$ cat config.mk
export PLATFORM = sky130hd
export DESIGN_NAME = cache_pwr_seq
export DESIGN_NICKNAME = d
export VERILOG_FILES = /design/src/rtl/cache_pwr_pkg.sv /design/src/rtl/pwr_seq_timer.sv /design/src/rtl/pwr_seq_fsm.sv /design/src/rtl/pwr_seq_outdec.sv /design/src/rtl/cache_pwr_seq.sv
export SDC_FILE = /design/constraint.sdc
export NUM_CORES = 1
export LEC_CHECK = 0
export BUFFER_PORTS_ARGS = -buffer_cell sky130_fd_sc_hd__buf_2
export CORE_UTILIZATION = 57
export DETAILED_ROUTE_END_ITERATION = 10
export GPL_ROUTABILITY_DRIVEN = 1
export PLACE_DENSITY_LB_ADDON = 0.15
export SLEW_MARGIN = 20
export SYNTH_ARGS = -nofsm -noshare
export SYNTH_HDL_FRONTEND = slang
export SYNTH_SLANG_ARGS = --single-unit
$ cat constraint.sdc
create_clock -name clk -period 2.4 [get_ports clk]
set_clock_uncertainty 0.05 [all_clocks]
set_input_delay 0.12 -clock clk [delete_from_list [all_inputs] [get_ports clk]]
set_output_delay 0.12 -clock clk [all_outputs]
set_load 0.005 [all_outputs]
$ cat src/rtl/cache_pwr_pkg.sv
package cache_pwr_pkg;

  // Phase codes; values are visible on phase_o
  typedef enum logic [3:0] {
    PH_IDLE       = 4'd0,
    PH_FLUSH      = 4'd1,
    PH_GATE_LOGIC = 4'd2,
    PH_GATE_SRAM  = 4'd3,
    PH_OFF        = 4'd4,
    PH_UNGATE     = 4'd5,
    PH_SETTLE     = 4'd6,
    PH_RESET      = 4'd7,
    PH_READY      = 4'd8
  } pwr_phase_e;

endpackage

$ cat src/rtl/pwr_seq_timer.sv
module pwr_seq_timer #(
  parameter int CNT_W = 8
) (
  input  logic             clk,
  input  logic             rst_n,
  input  logic             restart,
  output logic [CNT_W-1:0] cnt_o
);

  logic [CNT_W-1:0] cnt_q;
  logic [CNT_W-1:0] cnt_d;
  logic             cnt_en;

  // Saturating up-counter, cleared on every phase change
  always_comb begin
    cnt_en = restart || (cnt_q != {CNT_W{1'b1}});
    cnt_d  = restart ? '0 : cnt_q + 1'b1;
  end

  always_ff @(posedge clk or negedge rst_n) begin
    if (!rst_n) begin
      cnt_q <= '0;
    end else if (cnt_en) begin
      cnt_q <= cnt_d;
    end
  end

  assign cnt_o = cnt_q;

endmodule

$ cat src/rtl/pwr_seq_fsm.sv
module pwr_seq_fsm
  import cache_pwr_pkg::*;
#(
  parameter int TIMEOUT_CYC = 1024,
  parameter int SETTLE_CYC  = 64,
  parameter int RST_CYC     = 2,
  parameter int CNT_W       = 11
) (
  input  logic             clk,
  input  logic             rst_n,
  input  logic             sleep_cmd,
  input  logic             wake_cmd,
  input  logic             sram_en,
  input  logic             rst_en,
  input  logic             flush_ok,
  input  logic             pd_ack,
  input  logic [CNT_W-1:0] cnt,
  output pwr_phase_e       state_o,
  output logic             sram_sel_o,
  output logic             hold_o,
  output logic             tmo_o,
  output logic             restart_o
);

  localparam logic [CNT_W-1:0] TMO_LAST    = CNT_W'(TIMEOUT_CYC - 1);
  localparam logic [CNT_W-1:0] SETTLE_LAST = CNT_W'(SETTLE_CYC - 1);
  localparam logic [CNT_W-1:0] RST_LAST    = CNT_W'(RST_CYC - 1);

  pwr_phase_e state_q, state_d;
  logic       sram_sel_q, sram_sel_d;
  logic       rst_sel_q, rst_sel_d;
  logic       hold_q, hold_d;
  logic       tmo_q, tmo_d;
  logic       tmo_hit;
  logic       state_en, cfg_en;

  assign tmo_hit = (cnt == TMO_LAST);

  // Next-state logic
  always_comb begin
    state_d    = state_q;
    sram_sel_d = sram_sel_q;
    rst_sel_d  = rst_sel_q;
    tmo_d      = tmo_q;
    hold_d     = 1'b0;
    unique case (state_q)
      PH_IDLE: begin
        if (sleep_cmd) begin
          state_d    = PH_FLUSH;
          tmo_d      = 1'b0;
          sram_sel_d = sram_en;
          rst_sel_d  = rst_en;
        end
      end
      PH_FLUSH: begin
        if (flush_ok) begin
          state_d = PH_GATE_LOGIC;
        end else if (tmo_hit) begin
          state_d = PH_IDLE;
          tmo_d   = 1'b1;
        end
      end
      PH_GATE_LOGIC: begin
        if (pd_ack) begin
          state_d = sram_sel_q ? PH_GATE_SRAM : PH_OFF;
        end else if (tmo_hit) begin
          state_d = PH_IDLE;
          tmo_d   = 1'b1;
        end
      end
      PH_GATE_SRAM: state_d = PH_OFF;
      PH_OFF: begin
        if (wake_cmd) begin
          state_d = PH_UNGATE;
          hold_d  = sram_sel_q;
        end
      end
      PH_UNGATE: begin
        if (hold_q) begin
          state_d = PH_UNGATE;
        end else if (!pd_ack) begin
          state_d = PH_SETTLE;
        end else if (tmo_hit) begin
          state_d = PH_IDLE;
          tmo_d   = 1'b1;
        end
      end
      PH_SETTLE: begin
        if (cnt == SETTLE_LAST) begin
          state_d = rst_sel_q ? PH_RESET : PH_READY;
        end
      end
      PH_RESET: begin
        if (cnt == RST_LAST) begin
          state_d = PH_READY;
        end
      end
      PH_READY: state_d = PH_IDLE;
      default:  state_d = PH_IDLE;
    endcase
  end

  assign state_en  = (state_d != state_q);
  assign cfg_en    = (state_q == PH_IDLE) && sleep_cmd;
  assign restart_o = state_en || hold_q;

  // Registers
  always_ff @(posedge clk or negedge rst_n) begin
    if (!rst_n) begin
      state_q <= PH_IDLE;
    end else if (state_en) begin
      state_q <= state_d;
    end
  end

  always_ff @(posedge clk or negedge rst_n) begin
    if (!rst_n) begin
      sram_sel_q <= 1'b0;
      rst_sel_q  <= 1'b0;
    end else if (cfg_en) begin
      sram_sel_q <= sram_sel_d;
      rst_sel_q  <= rst_sel_d;
    end
  end

  always_ff @(posedge clk or negedge rst_n) begin
    if (!rst_n) begin
      hold_q <= 1'b0;
      tmo_q  <= 1'b0;
    end else begin
      hold_q <= hold_d;
      tmo_q  <= tmo_d;
    end
  end

  assign state_o    = state_q;
  assign sram_sel_o = sram_sel_q;
  assign hold_o     = hold_q;
  assign tmo_o      = tmo_q;

endmodule

$ cat src/rtl/pwr_seq_outdec.sv
module pwr_seq_outdec
  import cache_pwr_pkg::*;
(
  input  pwr_phase_e  state,
  input  logic        sram_sel,
  input  logic        hold,
  output logic        flush_req,
  output logic        logic_pd,
  output logic        sram_gate,
  output logic        cache_rst_n,
  output logic [3:0]  phase
);

  always_comb begin
    flush_req   = (state == PH_FLUSH);
    logic_pd    = (state == PH_GATE_LOGIC) || (state == PH_GATE_SRAM) ||
                  (state == PH_OFF) || ((state == PH_UNGATE) && hold);
    sram_gate   = sram_sel && ((state == PH_GATE_SRAM) || (state == PH_OFF));
    cache_rst_n = (state != PH_RESET);
    phase       = state;
  end

endmodule

$ cat src/rtl/cache_pwr_seq.sv
module cache_pwr_seq
  import cache_pwr_pkg::*;
#(
  parameter int TIMEOUT_CYC = 1024,
  parameter int SETTLE_CYC  = 64,
  parameter int RST_CYC     = 2
) (
  input  logic       clk,
  input  logic       rst_n,
  input  logic       sleep_cmd_i,
  input  logic       wake_cmd_i,
  input  logic       sram_gate_en_i,
  input  logic       reset_on_wake_i,
  input  logic       flush_ok_i,
  input  logic       pd_ack_i,
  output logic       flush_req_o,
  output logic       logic_pd_o,
  output logic       sram_gate_o,
  output logic       cache_rst_n_o,
  output logic [3:0] phase_o,
  output logic       timeout_o
);

  // Effective counts: reset pulse never shorter than two cycles
  localparam int TMO_EFF    = (TIMEOUT_CYC < 1) ? 1 : TIMEOUT_CYC;
  localparam int SETTLE_EFF = (SETTLE_CYC < 1) ? 1 : SETTLE_CYC;
  localparam int RST_EFF    = (RST_CYC < 2) ? 2 : RST_CYC;
  localparam int MAX_A      = (TMO_EFF > SETTLE_EFF) ? TMO_EFF : SETTLE_EFF;
  localparam int MAX_CNT    = (MAX_A > RST_EFF) ? MAX_A : RST_EFF;
  localparam int CNT_W      = $clog2(MAX_CNT + 1);

  logic [CNT_W-1:0] cnt;
  logic             restart;
  pwr_phase_e       state;
  logic             sram_sel;
  logic             hold;

  pwr_seq_timer #(.CNT_W(CNT_W)) u_timer (
    .clk     (clk),
    .rst_n   (rst_n),
    .restart (restart),
    .cnt_o   (cnt)
  );

  pwr_seq_fsm #(
    .TIMEOUT_CYC (TMO_EFF),
    .SETTLE_CYC  (SETTLE_EFF),
    .RST_CYC     (RST_EFF),
    .CNT_W       (CNT_W)
  ) u_fsm (
    .clk        (clk),
    .rst_n      (rst_n),
    .sleep_cmd  (sleep_cmd_i),
    .wake_cmd   (wake_cmd_i),
    .sram_en    (sram_gate_en_i),
    .rst_en     (reset_on_wake_i),
    .flush_ok   (flush_ok_i),
    .pd_ack     (pd_ack_i),
    .cnt        (cnt),
    .state_o    (state),
    .sram_sel_o (sram_sel),
    .hold_o     (hold),
    .tmo_o      (timeout_o),
    .restart_o  (restart)
  );

  pwr_seq_outdec u_dec (
    .state       (state),
    .sram_sel    (sram_sel),
    .hold        (hold),
    .flush_req   (flush_req_o),
    .logic_pd    (logic_pd_o),
    .sram_gate   (sram_gate_o),
    .cache_rst_n (cache_rst_n_o),
    .phase       (phase_o)
  );

endmodule

# Yosys cells after proc, flatten, opt, wreduce, memory -nomap -nowiden
# Cells that the tools add are included.
[op_classes]
add_sub_neg = 1
n_reduce_logical = 13
mux = 22
n_eq_ne = 18
[ops]
columns = ["cell", "count"]
rows = [
  ["$mux 4", 10],
  ["$pmux 4 s8", 1],
  ["$eq 4x3->1 const B", 4],
  ["$add 11x1->11 const B", 1],
  ["$eq 11x1->1 const B", 1],
  ["$eq 11x10->1 const B", 1],
  ["$eq 11x6->1 const B", 1],
  ["$mux 11", 1],
  ["$ne 11x11->1 const B", 1],
  ["$ne 2x2->1 const B", 5],
  ["$eq 4x2->1 const B", 2],
  ["$mux 1", 8],
  ["$logic_or 1x1->1", 6],
  ["$reduce_and 6->1", 1],
  ["$eq 4x1->1 const B", 1],
  ["$logic_not 4->1", 1],
  ["$ne 4x3->1 const B", 1],
  ["$ne 4x4->1", 1],
  ["$pmux 1 s4", 1],
  ["$reduce_bool 4->1", 1],
  ["$logic_and 1x1->1", 3],
  ["$mux 3", 1],
  ["$reduce_and 3->1", 1],
]
[word_totals]
reg_bits = 19
elab_cells = 60
input_bits = 8
out_inout_bits = 9

# Logic depth before layout (Yosys ltp)
# Gate-level depths: netlist (run 1).
[depth]
depth_word = 8
mapped_depth = 9
ltp_nobuf = 8

# Hierarchy
# From an unflattened synthesis (run 1), not the netlist that was laid out.
[unflattened]
hier_cells = 146
hier_area_um2 = 1367.6
[by_module_without_submodules]
columns = ["mod", "area_per_inst_um2", "instances", "cells_each"]
rows = [
  ["pwr_seq_fsm", 665.6, 1, 72],
  ["pwr_seq_timer", 599.3, 1, 60],
  ["pwr_seq_outdec", 102.6, 1, 14],
]

# Least setup slack after synthesis (run 1)
# Ideal clock, no wire load.
[synth_path]
path_type = "reg2reg"
startpoint = "register u_timer.cnt_q[1] (netlist: u_timer.cnt_o[1])"
endpoint = "register u_timer.cnt_q[1] (netlist: u_timer.cnt_o[1])"
arrival_time_ns = 2.003
t_required_ns = 2.230
setup_slack_ns = 0.227
synth_period_minus_slack_ns = 2.173
setup_ns = 0.120
path_stages_with_launch = 10
cell_sequence = "dfrtp_1 -> inv_1 -> ha_1 -> or4b_1 -> nor4_2 -> o22ai_1 -> or3_4 -> mux2i_1 -> buf_4 -> and3b_1"
[synth_between]
elab_chain_len = 8
word_cells_on_any_way = 17
[synth_lines]
columns = ["element", "line_no", "text"]
rows = [
  ["start, declared", "pwr_seq_timer.sv:10", "logic [CNT_W-1:0] cnt_q;"],
  ["start signal, assigned", "pwr_seq_timer.sv:24", "cnt_q <= cnt_d;"],
  ["$eq 11x10->1", "pwr_seq_fsm.sv:37", "assign tmo_hit = (cnt == TMO_LAST);"],
  ["$mux 4", "pwr_seq_fsm.sv:58, pwr_seq_fsm.sv:66, pwr_seq_fsm.sv:83", ""],
  ["$mux 4", "pwr_seq_fsm.sv:81", "end else if (!pd_ack) begin"],
  ["$mux 4", "pwr_seq_fsm.sv:79", "if (hold_q) begin"],
  ["$pmux 4 s8", "pwr_seq_fsm.sv:46", "unique case (state_q)"],
  ["$ne 4x4->1", "pwr_seq_fsm.sv:103", "assign state_en = (state_d != state_q);"],
  ["$logic_or 1x1->1", "pwr_seq_fsm.sv:105", "assign restart_o = state_en || hold_q;"],
  ["$mux 11 or $logic_or 1x1->1 (tied branches)", "pwr_seq_timer.sv:17, pwr_seq_timer.sv:16", ""],
]
# Parallel ways exist; a longest one is shown, timed or not.
# A chain may end at the register's enable or synchronous reset.

# Final worst setup path (run 1)
[layout_path]
startpoint = "register u_timer.cnt_q[1] (netlist: u_timer.cnt_o[1])"
endpoint = "register u_timer.cnt_q[6] (netlist: u_timer.cnt_o[6])"
# The elaborated chain is that of the path after synthesis.

==> flow_metrics.py, run 1 <==
metrics = {
    "power_and_ir_drop": {
        "vdd_drop_max_mv": 0.611,
        "total_power_mw": 1.66,
        "powerDensity_nw_per_um2": 1040,
        "leakage_nw": 0.718,
    },
    "placed_design": {
        "numPortBuffers": 16,
        "gp_congestion": 0.888,
        "dp_worst_setup_slack_ns": 0.0359,
        "dp_hpwl_um": 2220,
    },
    "timing": {
        "hold_viol": 0,
        "worst_pin_slew_ns": 0.449,
        "post-route-period-util_pct": 99.9,
        "rsz0062_at_grt": "true",
        "setup_viol": 0,
        "drv_slew": 0,
        "max_freq_mhz": 417,
        "whs_ns": 0.0405,
        "fin_ws_ns": 0.00256,
        "fin_crit_ns": 2.40,
        "relSlewSlack_pct": 70.1,
    },
    "logic_synthesis": {
        "synth_seq_cells": 19,
        "synth_cell_types": 46,
        "synth_area_leaders": "dfrtp_1 36%, nor3b_2 6.5%, nor2_1 4.5%",
        "synth_top_cell_by_area": "dfrtp_1",
        "yosys_warnings": 0,
        "syn_avg_cell_area_um2": 9.11,
        "synthesis.nets": 157,
        "synth_cells": 147,
        "synth_seq_area_share_pct": 35.5,
        "synth.cell_area_um2": 1340,
        "synth_top_cell_area_share_pct": 35.5,
    },
    "die": {
        "initial_core_util_pct": 60.5,
        "dieArea_um2": 2550,
        "die_w_um": 50.5,
        "rows": 17,
        "io_pins": 17,
        "fp.dieH_um": 50.5,
        "core_um2": 2210,
    },
    "clock_tree": {
        "cts_max_level": 1,
        "cts.clk_slew.worst_paths_ns": 0.11,
        "cts_root_buffer": "clkbuf_4",
        "cts_tree": "done",
        "clkLatencyLatePin_ns": 0.31,
        "cts_made_buffers": 3,
        "ctsLongestPathBuffers": 2,
        "clock-sinks": 19,
    },
    "setup_path": {
        "critPathMaxStageDelay_ns": 0.48,
        "critPathCapture": "u_timer.cnt_o[6]$_DFFE_PN0P_",
        "crit_path_top_delay_cell": "or4b_4",
        "critPathMaxFanout": 6,
        "critPathRequiredTime_ns": 2.56,
        "rr_startpoint": "u_timer.cnt_o[1]$_DFFE_PN0P_",
        "cp-end-kind": "flip-flop",
        "setup.worst_path.start": "u_timer.cnt_o[1]$_DFFE_PN0P_",
        "crit_cells": 9,
        "critical_path.top_delay_family": "simple AND/OR/NAND/NOR gates",
        "path_buf_inv": 2,
        "worstReg2RegEnd": "u_timer.cnt_o[6]$_DFFE_PN0P_",
        "start_kind": "flip-flop",
        "critical_path_class": "flip-flop to flip-flop",
        "cp_data_arrival_time_ns": 2.56,
        "r2r_slack_ns": 0.003,
        "reg2regPathDepth": 9,
        "crit_path_cell_trace": "inv_2 -> ha_4 -> or4b_4 -> nor4_4 -> o22ai_1 -> or3_4 -> mux2i_4 -> buf_6 -> and4bb_1",
    },
    "detailed_routing": {
        "dr.first_iter.drc_count": 41,
        "routed_wl_um": 3360,
        "antenna_left": 0,
        "via_per_inst": 6.31,
        "wl_per_cell_um": 16.8,
        "drc": 0,
        "first_pass_iters": 5,
        "vias": 1261,
    },
    "run_status": {
        "outcome": "finished, final reports clean",
    },
    "run": {
        "drv_cap": 0,
    },
    "global_routing": {
        "grt_pass1_vias": 1217,
        "antenna_found_initial": 0,
        "grt-ovfl-total": 0,
        "grt_usage_pct": 29.3,
        "grt_max_degree": 20,
        "grt_pass1_wl_um": 5550,
    },
    "worst_hold_path": {
        "hp-class": "input pin to flip-flop",
    },
    "finish": {
        "nNetsFinal": 183,
        "insertedDiodeCount": 0,
        "drive_gt1_share_pct": 31.4,
        "areaGrowthSynthToFinish_pct": 19.4,
    },
}
==> flip-flops by register name, summed over array words and instances (netlist names) <==
register and flops:
u_timer.cnt_o 11, u_fsm.hold_o 1, u_fsm.state_o 4, u_fsm.sram_sel_o 1, u_fsm.tmo_o 1, u_fsm.rst_sel_q 1
==> cell families (layout without fill, tap and decap cells) <==
family	Yosys count	after routing	synth area share (%)
AND/OR/NAND/NOR	82	82	38.7
XOR/XNOR	7	7	4.58
adder cells (fa/ha/maj)	2	2	1.87
buffers and inverters	14	39	6.64
flip-flops	19	19	35.5
multiplexers	3	3	2.43
AO/OA/AOI/OAI	20	20	10.3
==> metal layers <==
metal	vias to the layer above	GRT usage, %	wire [um]
met5	-	0	0
met4	0	15.3	77
met3	9	3.33	156
met2	62	50.4	1730
met1	608	35.9	1400
li1	582	-	-
==> cells in the final DEF, fill, tap and decap left out, types with 2 or more instances in the layout <==
master / synthesis / final
a21oi_1: 3 / 3
and3_1: 3 / 3
nand2b_1: 3 / 3
nor2b_1: 4 / 4
buf_6: 0 / 2
nor2_1: 16 / 16
dfrtp_1: 19 / 18
xnor2_1: 3 / 3
inv_1: 6 / 5
or3_4: 1 / 2
nand3_1: 11 / 11
mux2_2: 2 / 2
nor3_1: 4 / 4
dlygate4sd3_1: 0 / 4
nor3b_2: 7 / 7
clkbuf_4: 0 / 3
or2b_2: 3 / 3
and3b_1: 3 / 3
nand4_1: 5 / 5
xor2_1: 4 / 4
o21ai_0: 2 / 2
buf_4: 2 / 6
a31oi_1: 4 / 4
nand2_1: 12 / 12
buf_2: 1 / 16
nor4_1: 2 / 2
==> per-stage QoR <==
| stage | utilization (%) | instances | cell area (um^2) | TNS [ns] |
|---|---|---|---|---|
| 2_1_floorplan | - | 147 | 1340 | 0 |
| 3_3_place_gp | 65.7 | 190 | 1450 | 0 |
| 3_5_place_dp | 65.7 | 190 | 1450 | 0 |
| 4_1_cts | 68.7 | 198 | 1520 | 0 |
| 5_1_grt | 72.3 | 200 | 1600 | -0.599 |
| 6_report | 72.3 | 200 | 1600 | 0 |
==> synthesized netlist by cell type, drive strengths merged <==
| library cell | instances |
|---|---|
| dfrtp | 19 |
| nor2 | 16 |
| nand2 | 12 |
| nand3 | 11 |
| nor3b | 8 |
| inv | 6 |
| nand4 | 5 |
| a31oi | 4 |
| and3 | 4 |
| clkbuf | 4 |
| nor2b | 4 |
| nor3 | 4 |
| nor4 | 4 |
| xor2 | 4 |
| a21oi | 3 |
| and3b | 3 |
| buf | 3 |
| nand2b | 3 |
| or2b | 3 |
| xnor2 | 3 |
| ha | 2 |
| mux2 | 2 |
| o21ai | 2 |
| o311ai | 2 |
| or3 | 2 |
| a211oi | 1 |
| a21o | 1 |
| a22oi | 1 |
| a32oi | 1 |
| and4bb | 1 |
| clkdlybuf4s15 | 1 |
| mux2i | 1 |
| o211ai | 1 |
| o22a | 1 |
| o22ai | 1 |
| o31ai | 1 |
| o32ai | 1 |
| or4 | 1 |
| or4b | 1 |
==> where the power goes <==
part	internal, mW	total [mW]	switching (mW)
sequential	0.382	0.496	0.114
clock	0.0623	0.168	0.106
combinational	0.515	0.999	0.484
==> tightest hold or removal path, cell delays in order <==
cell     delay (ns)
buf_2          0.10
nand3_1        0.08
nor2_1         0.06
==> how the worst min path moves through the flow <==
| stage | to | slack, ns | from | cells after the start |
|---|---|---|---|---|
| floorplan | u_fsm.hold_o$_DFF_PN0_ | -0.23 | rst_n | 0 |
| global placement | u_fsm.state_o[1]$_DFFE_PN0P_ | 0.02 | rst_n | 1 |
| detailed placement | u_fsm.state_o[1]$_DFFE_PN0P_ | 0.04 | rst_n | 1 |
| CTS | u_fsm.hold_o$_DFF_PN0_ | 0.03 | wake_cmd_i | 3 |
| global route | u_fsm.hold_o$_DFF_PN0_ | 0.02 | wake_cmd_i | 3 |
| finish | u_fsm.hold_o$_DFF_PN0_ | 0.04 | wake_cmd_i | 3 |
==> what timing repair did <==
action                     4_1_cts  5_1_grt
gates resized for setup          0       15
setup endpoints to repair        0       11
hold endpoints to repair        22        0
buffers inserted                 0        1
hold buffers                     4        0
==> final cells by class <==
class,count,area [um^2]
Multi-Input combinational cell,114,830
Timing Repair Buffer,29,208
Tap cell,28,35.0
Clock inverter,1,5.00
Clock buffer,3,22.5
Fill cell,168,613
Sequential cell,19,477
Inverter,6,22.5
(Power assumes the default switching activity.)
==> run 2, diff against run 1 <==
CORE_UTILIZATION = 50   (was 57)
SETUP_SLACK_MARGIN = 0.15   (was not set)
==> run 2 against run 1 <==
  * Non-clock buffer count grew 3
  * Wire length shrank 8.0%
  * Register-to-register slack better by 0.04 ns
  * Sequential power down 1%
  * Sequential share of layout area decreased by 0.22 points
  * Power shrank 5.3%
  * Critical path type unchanged
  * Largest cell class unchanged
==> flow_metrics.py, run 2 (same netlist as run 1, synthesis figures left out) <==
metrics = {
    "run_status": {
        "outcome": "finished, final reports clean",
    },
    "global_routing": {
        "grt_pass1_wl_um": 5110,
        "grt_pass1_vias": 1105,
        "grt-ovfl-total": 0,
        "grt_max_degree": 20,
        "antenna_found_initial": 0,
        "grt_usage_pct": 24.5,
    },
    "setup_path": {
        "critPathMaxStageDelay_ns": 0.49,
        "critical_path.top_delay_family": "simple AND/OR/NAND/NOR gates",
        "critPathRequiredTime_ns": 2.60,
        "cp-end-kind": "flip-flop",
        "path_buf_inv": 2,
        "start_kind": "flip-flop",
        "cp_data_arrival_time_ns": 2.56,
        "crit_path_cell_trace": "inv_1 -> ha_1 -> or4b_4 -> nor4_4 -> o22ai_1 -> or3_4 -> mux2i_1 -> buf_4 -> and4bb_1",
        "critPathMaxFanout": 11,
        "critical_path_class": "flip-flop to flip-flop",
        "crit_path_top_delay_cell": "or4b_4",
    },
    "die": {
        "dieArea_um2": 2890,
        "fp.dieH_um": 53.7,
        "io_pins": 17,
        "initial_core_util_pct": 53.6,
        "rows": 18,
        "die_w_um": 53.7,
        "core_um2": 2500,
    },
    "power_and_ir_drop": {
        "seqPwrFrac_pct": 31.1,
        "clockPowerShare_pct": 10.9,
        "netSwitchingFraction_pct": 42.0,
        "leakage_nw": 0.746,
        "vdd_drop_max_mv": 0.773,
        "power_frac_comb_pct": 58.0,
        "powerDensity_nw_per_um2": 980,
        "internal_power_mw": 0.913,
        "switching_power_mw": 0.661,
    },
    "clock_tree": {
        "cts_made_buffers": 3,
        "cts_root_buffer": "clkbuf_4",
        "ctsLongestPathBuffers": 2,
        "clkLatencyLatePin_ns": 0.31,
        "clock-sinks": 19,
        "cts.clk_slew.worst_paths_ns": 0.12,
        "cts_max_level": 1,
        "cts_tree": "done",
    },
    "placed_design": {
        "numPortBuffers": 16,
        "gp_congestion": 0.840,
        "placed_cell_area_um2": 1490,
        "dp_hpwl_um": 2240,
    },
    "finish": {
        "areaGrowthSynthToFinish_pct": 20.0,
        "nNetsFinal": 186,
        "fin_area_um2": 1610,
        "largest_reg_flops": 11,
        "most-common-layout-cells": "19 x dfrtp_1, 16 x nor2_1, 16 x buf_2",
        "drive_gt1_share_pct": 32.0,
        "final_common_cell": "dfrtp_1",
        "n_fill_cell": 207,
        "insertedDiodeCount": 0,
    },
    "run": {
        "drv_cap": 0,
    },
    "timing": {
        "fin_crit_ns": 2.36,
        "worst_pin_slew_ns": 0.460,
        "post-route-period-util_pct": 98.3,
        "finalSetupTns_ns": 0,
        "setup_viol": 0,
        "hold_viol": 0,
        "rsz0062_at_grt": "true",
        "drv_slew": 0,
        "relSlewSlack_pct": 68.9,
        "max_freq_mhz": 424,
    },
    "detailed_routing": {
        "drc": 0,
        "wl_per_cell_um": 15.1,
        "vias": 1202,
        "routed_wl_um": 3090,
        "dr.first_iter.drc_count": 20,
        "via_per_inst": 5.86,
        "antenna_left": 0,
        "first_pass_iters": 4,
    },
    "worst_hold_path": {
        "hp-class": "input pin to flip-flop",
    },
}
run 2: cell types whose count changed in the layout (fill, tap and decap cells not counted), sizes merged:
cell | before | now
buf | 25 | 28
run 2: worst reg2reg max path: stages (launching register included):
cell	delay (ns)
dfrtp_1	0.42
inv_1	0.06
ha_1	0.13
or4b_4	0.49
nor4_4	0.16
o22ai_1	0.11
or3_4	0.34
mux2i_1	0.16
buf_4	0.18
and4bb_1	0.19
run 2: through the flow:
stage / power (mW) / util, % / setup slack, ns / std cells / hold WS, ns
after floorplan: 1.08 / - / 0.227 / 147 / -0.226
after global routing: 1.70 / 64.3 / -0.0755 / 205 / 0.0409
after CTS: 1.54 / 62.6 / 0.0167 / 205 / 0.0214
after detailed placement: 1.35 / 59.4 / -0.000241 / 196 / 0.0350
after global placement: 1.33 / 59.4 / 0.0428 / 196 / 0.0300
final: 1.57 / 64.3 / 0.0399 / 205 / 0.0213
run 2: worst paths after layout:
kind	from	end	slack, ns	depth (start not counted)
max reg2reg	u_timer.cnt_o[1]$_DFFE_PN0P_	u_timer.cnt_o[6]$_DFFE_PN0P_	0.04	9
min	wake_cmd_i	u_fsm.hold_o$_DFF_PN0_	0.02	3
min in group asynchronous	rst_n	u_fsm.state_o[0]$_DFFE_PN0P_	0.21	2
max	u_timer.cnt_o[1]$_DFFE_PN0P_	u_timer.cnt_o[6]$_DFFE_PN0P_	0.04	9
min reg2reg	u_fsm.sram_sel_o$_DFFE_PN0P_	u_fsm.hold_o$_DFF_PN0_	0.52	2
max in group asynchronous	rst_n	u_timer.cnt_o[2]$_DFFE_PN0P_	1.78	2
run 2: final cells by class:
class	instances	area (um^2)	area share [%]
clock inverter	1	5.00	0.312
tap	30	37.5	2.34
clock buffer	3	22.5	1.40
multi-input combinational	114	821	51.1
sequential	19	475	29.6
timing repair buffer	32	223	13.9
inverter	6	22.5	1.40
run 2: what timing repair did:
| item | CTS | global route |
|---|---|---|
| hold buffers | 4 | 0 |
| setup endpoints to repair | 11 | 11 |
| setup buffers | 1 | 0 |
| hold endpoints to repair | 22 | 0 |
| pin swaps | 0 | 2 |
| gates resized for setup | 1 | 8 |
run 2: power groups by stage:
stage / sequential [mW] / combinational [mW] / clock, mW
after global routing: 0.504 / 1.00 / 0.191
final: 0.489 / 0.913 / 0.172
after floorplan: 0.442 / 0.636 / 0
after global placement: 0.491 / 0.839 / 0
after CTS: 0.486 / 0.885 / 0.173
after detailed placement: 0.493 / 0.859 / 0
run 2: layer usage:
metal	GRT usage, %	vias to the layer above	part of all wire, %
li1	-	589	-
met1	37.1	578	48
met2	35.8	31	47
met3	3.39	4	3.9
met4	6.58	0	0.71
met5	0	-	0
==> run 3, diff against run 2 <==
--- a/config.mk
+++ b/config.mk
@@ -11,5 +11,4 @@
 export GPL_ROUTABILITY_DRIVEN = 1
 export PLACE_DENSITY_LB_ADDON = 0.15
-export SETUP_SLACK_MARGIN = 0.15
 export SLEW_MARGIN = 20
 export SYNTH_ARGS = -nofsm -noshare
==> constraint.sdc (replaced) <==
create_clock -name clk -period 2.4 [get_ports clk]
set_clock_uncertainty 0.05 [all_clocks]
set_input_delay 0.24 -clock clk [delete_from_list [all_inputs] [get_ports clk]]
set_output_delay 0.24 -clock clk [all_outputs]
set_load 0.005 [all_outputs]
==> run 3 against run 2 <==
  * Utilization down 2.5 points
  * Critical path depth is the same
  * Maximum frequency is 0.96% lower
  * Setup slack worse by 0.023 ns
  * Wire length shrank 2.3%
  * Sequential share of layout area increased by 1.2 points
  * Die area stayed put
  * Combinational power is 2.8% lower
  * Final area down 3.8%
  * Register-to-register slack lost 0.02 ns
  * Critical endpoint unchanged
==> flow_metrics.py, run 3 (same netlist as run 1, synthesis figures left out) <==
metrics = {
    "run_status": {
        "outcome": "finished, final reports clean",
    },
    "global_routing": {
        "antenna_found_initial": 0,
        "grt_usage_pct": 24.2,
        "grt_pass1_wl_um": 5060,
        "grt-ovfl-total": 0,
        "grt_max_degree": 20,
        "grt_pass1_vias": 1077,
    },
    "finish": {
        "areaGrowthSynthToFinish_pct": 15.4,
        "most-common-layout-cells": "19 x dfrtp_1, 16 x nor2_1, 16 x buf_2",
        "drive_gt1_share_pct": 29.8,
        "largest_reg_flops": 11,
        "n_fill_cell": 216,
        "final_util_pct": 61.8,
        "nNetsFinal": 182,
        "final_common_cell": "dfrtp_1",
        "insertedDiodeCount": 0,
    },
    "run": {
        "drv_cap": 0,
    },
    "die": {
        "rows": 18,
        "die_w_um": 53.7,
        "core_um2": 2500,
        "dieArea_um2": 2890,
        "fp.dieH_um": 53.7,
        "initial_core_util_pct": 53.6,
        "io_pins": 17,
    },
    "timing": {
        "setup_viol": 0,
        "fin_ws_ns": 0.0171,
        "max_freq_mhz": 420,
        "post-route-period-util_pct": 99.3,
        "drv_slew": 0,
        "worst_pin_slew_ns": 0.455,
        "fin_crit_ns": 2.38,
        "hold_viol": 0,
        "whs_ns": 0.106,
        "rsz0062_at_grt": "true",
        "relSlewSlack_pct": 69.3,
    },
    "worst_hold_path": {
        "min-delay-start": "sram_gate_en_i",
        "hp-class": "input pin to flip-flop",
        "hold_path_depth": 2,
        "worstHoldEndpoint": "u_fsm.sram_sel_o$_DFFE_PN0P_",
    },
    "detailed_routing": {
        "drc": 0,
        "wl_per_cell_um": 15.0,
        "routed_wl_um": 3020,
        "vias": 1178,
        "antenna_left": 0,
        "first_pass_iters": 4,
        "dr.first_iter.drc_count": 36,
        "via_per_inst": 5.86,
    },
    "clock_tree": {
        "clock-sinks": 19,
        "cts_made_buffers": 3,
        "clkLatencyLatePin_ns": 0.30,
        "cts.clk_slew.worst_paths_ns": 0.12,
        "cts_tree": "done",
        "cts_root_buffer": "clkbuf_4",
        "ctsLongestPathBuffers": 2,
        "cts_max_level": 1,
    },
    "setup_path": {
        "rr_startpoint": "u_timer.cnt_o[1]$_DFFE_PN0P_",
        "cp-end-kind": "flip-flop",
        "r2r_slack_ns": 0.02,
        "start_kind": "flip-flop",
        "critical_path_class": "flip-flop to flip-flop",
        "reg2regPathDepth": 9,
        "worstReg2RegEnd": "u_timer.cnt_o[6]$_DFFE_PN0P_",
        "critPathRequiredTime_ns": 2.60,
        "critPathMaxFanout": 11,
        "cp_data_arrival_time_ns": 2.58,
    },
    "power_and_ir_drop": {
        "total_power_mw": 1.55,
        "vdd_drop_max_mv": 0.571,
        "leakage_nw": 0.711,
        "powerDensity_nw_per_um2": 1000,
    },
    "placed_design": {
        "dp_worst_setup_slack_ns": -0.000241,
        "numPortBuffers": 16,
        "gp_congestion": 0.840,
        "dp_hpwl_um": 2240,
    },
}
[run 3: worst max path at each step]
stage | startpoint | to | slack (ns) | cells past startpoint
6_report | u_timer.cnt_o[1]$_DFFE_PN0P_ | u_timer.cnt_o[6]$_DFFE_PN0P_ | 0.02 | 9
5_1_grt | u_timer.cnt_o[1]$_DFFE_PN0P_ | u_timer.cnt_o[5]$_DFFE_PN0P_ | -0.1 | 9
4_1_cts | u_timer.cnt_o[1]$_DFFE_PN0P_ | u_timer.cnt_o[6]$_DFFE_PN0P_ | 0.0006 | 9
3_5_place_dp | u_timer.cnt_o[1]$_DFFE_PN0P_ | u_timer.cnt_o[6]$_DFFE_PN0P_ | -0.0002 | 9
3_3_place_gp | u_timer.cnt_o[1]$_DFFE_PN0P_ | u_timer.cnt_o[6]$_DFFE_PN0P_ | 0.04 | 9
2_1_floorplan | u_timer.cnt_o[1]$_DFFE_PN0P_ | u_timer.cnt_o[1]$_DFFE_PN0P_ | 0.23 | 9
[run 3: stage by stage]
step	cells	cell area, um^2	setup TNS, ns
finish	201	1550	0
global route	201	1550	-0.791
CTS	201	1530	0
detailed placement	196	1490	-0.000241
global placement	196	1490	0
floorplan	147	1340	0
[run 3: power breakdown]
| group | total (mW) | internal (mW) | switching [mW] |
|---|---|---|---|
| combinational | 0.887 | 0.456 | 0.431 |
| clock | 0.172 | 0.0621 | 0.110 |
| sequential | 0.491 | 0.381 | 0.110 |
[run 3: area by class of cell]
class	count	area, um^2	share of cell area, %
Clock buffer	3	22.5	1.46
Tap cell	30	37.5	2.43
Inverter	6	22.5	1.46
Multi-Input combinational cell	114	797	51.6
Sequential cell	19	475	30.8
Clock inverter	1	5.00	0.324
Timing Repair Buffer	28	185	12.0
[run 3: critical path: stages (launching register included)]
cell	delay, ns
dfrtp_1	0.43
inv_1	0.07
ha_1	0.13
or4b_4	0.49
nor4_4	0.16
o22ai_1	0.11
or3_4	0.35
mux2i_1	0.16
buf_4	0.18
and4bb_1	0.19
[run 3: what timing repair did]
action                                  4_1_cts  5_1_grt
resized for setup                             1        3
hold buffers                                  1        0
endpoints found under the setup margin        8       11
endpoints found under the hold margin        19        0
setup buffers                                 0        0
pin swaps                                     0        0
[run 3: layer usage]
layer	GRT usage [%]	vias up	part of all wire, %
met1	37.1	564	48
met4	5.70	0	0.73
met5	0	-	0
met2	35.4	32	47
met3	3.39	4	4.5
li1	-	578	-
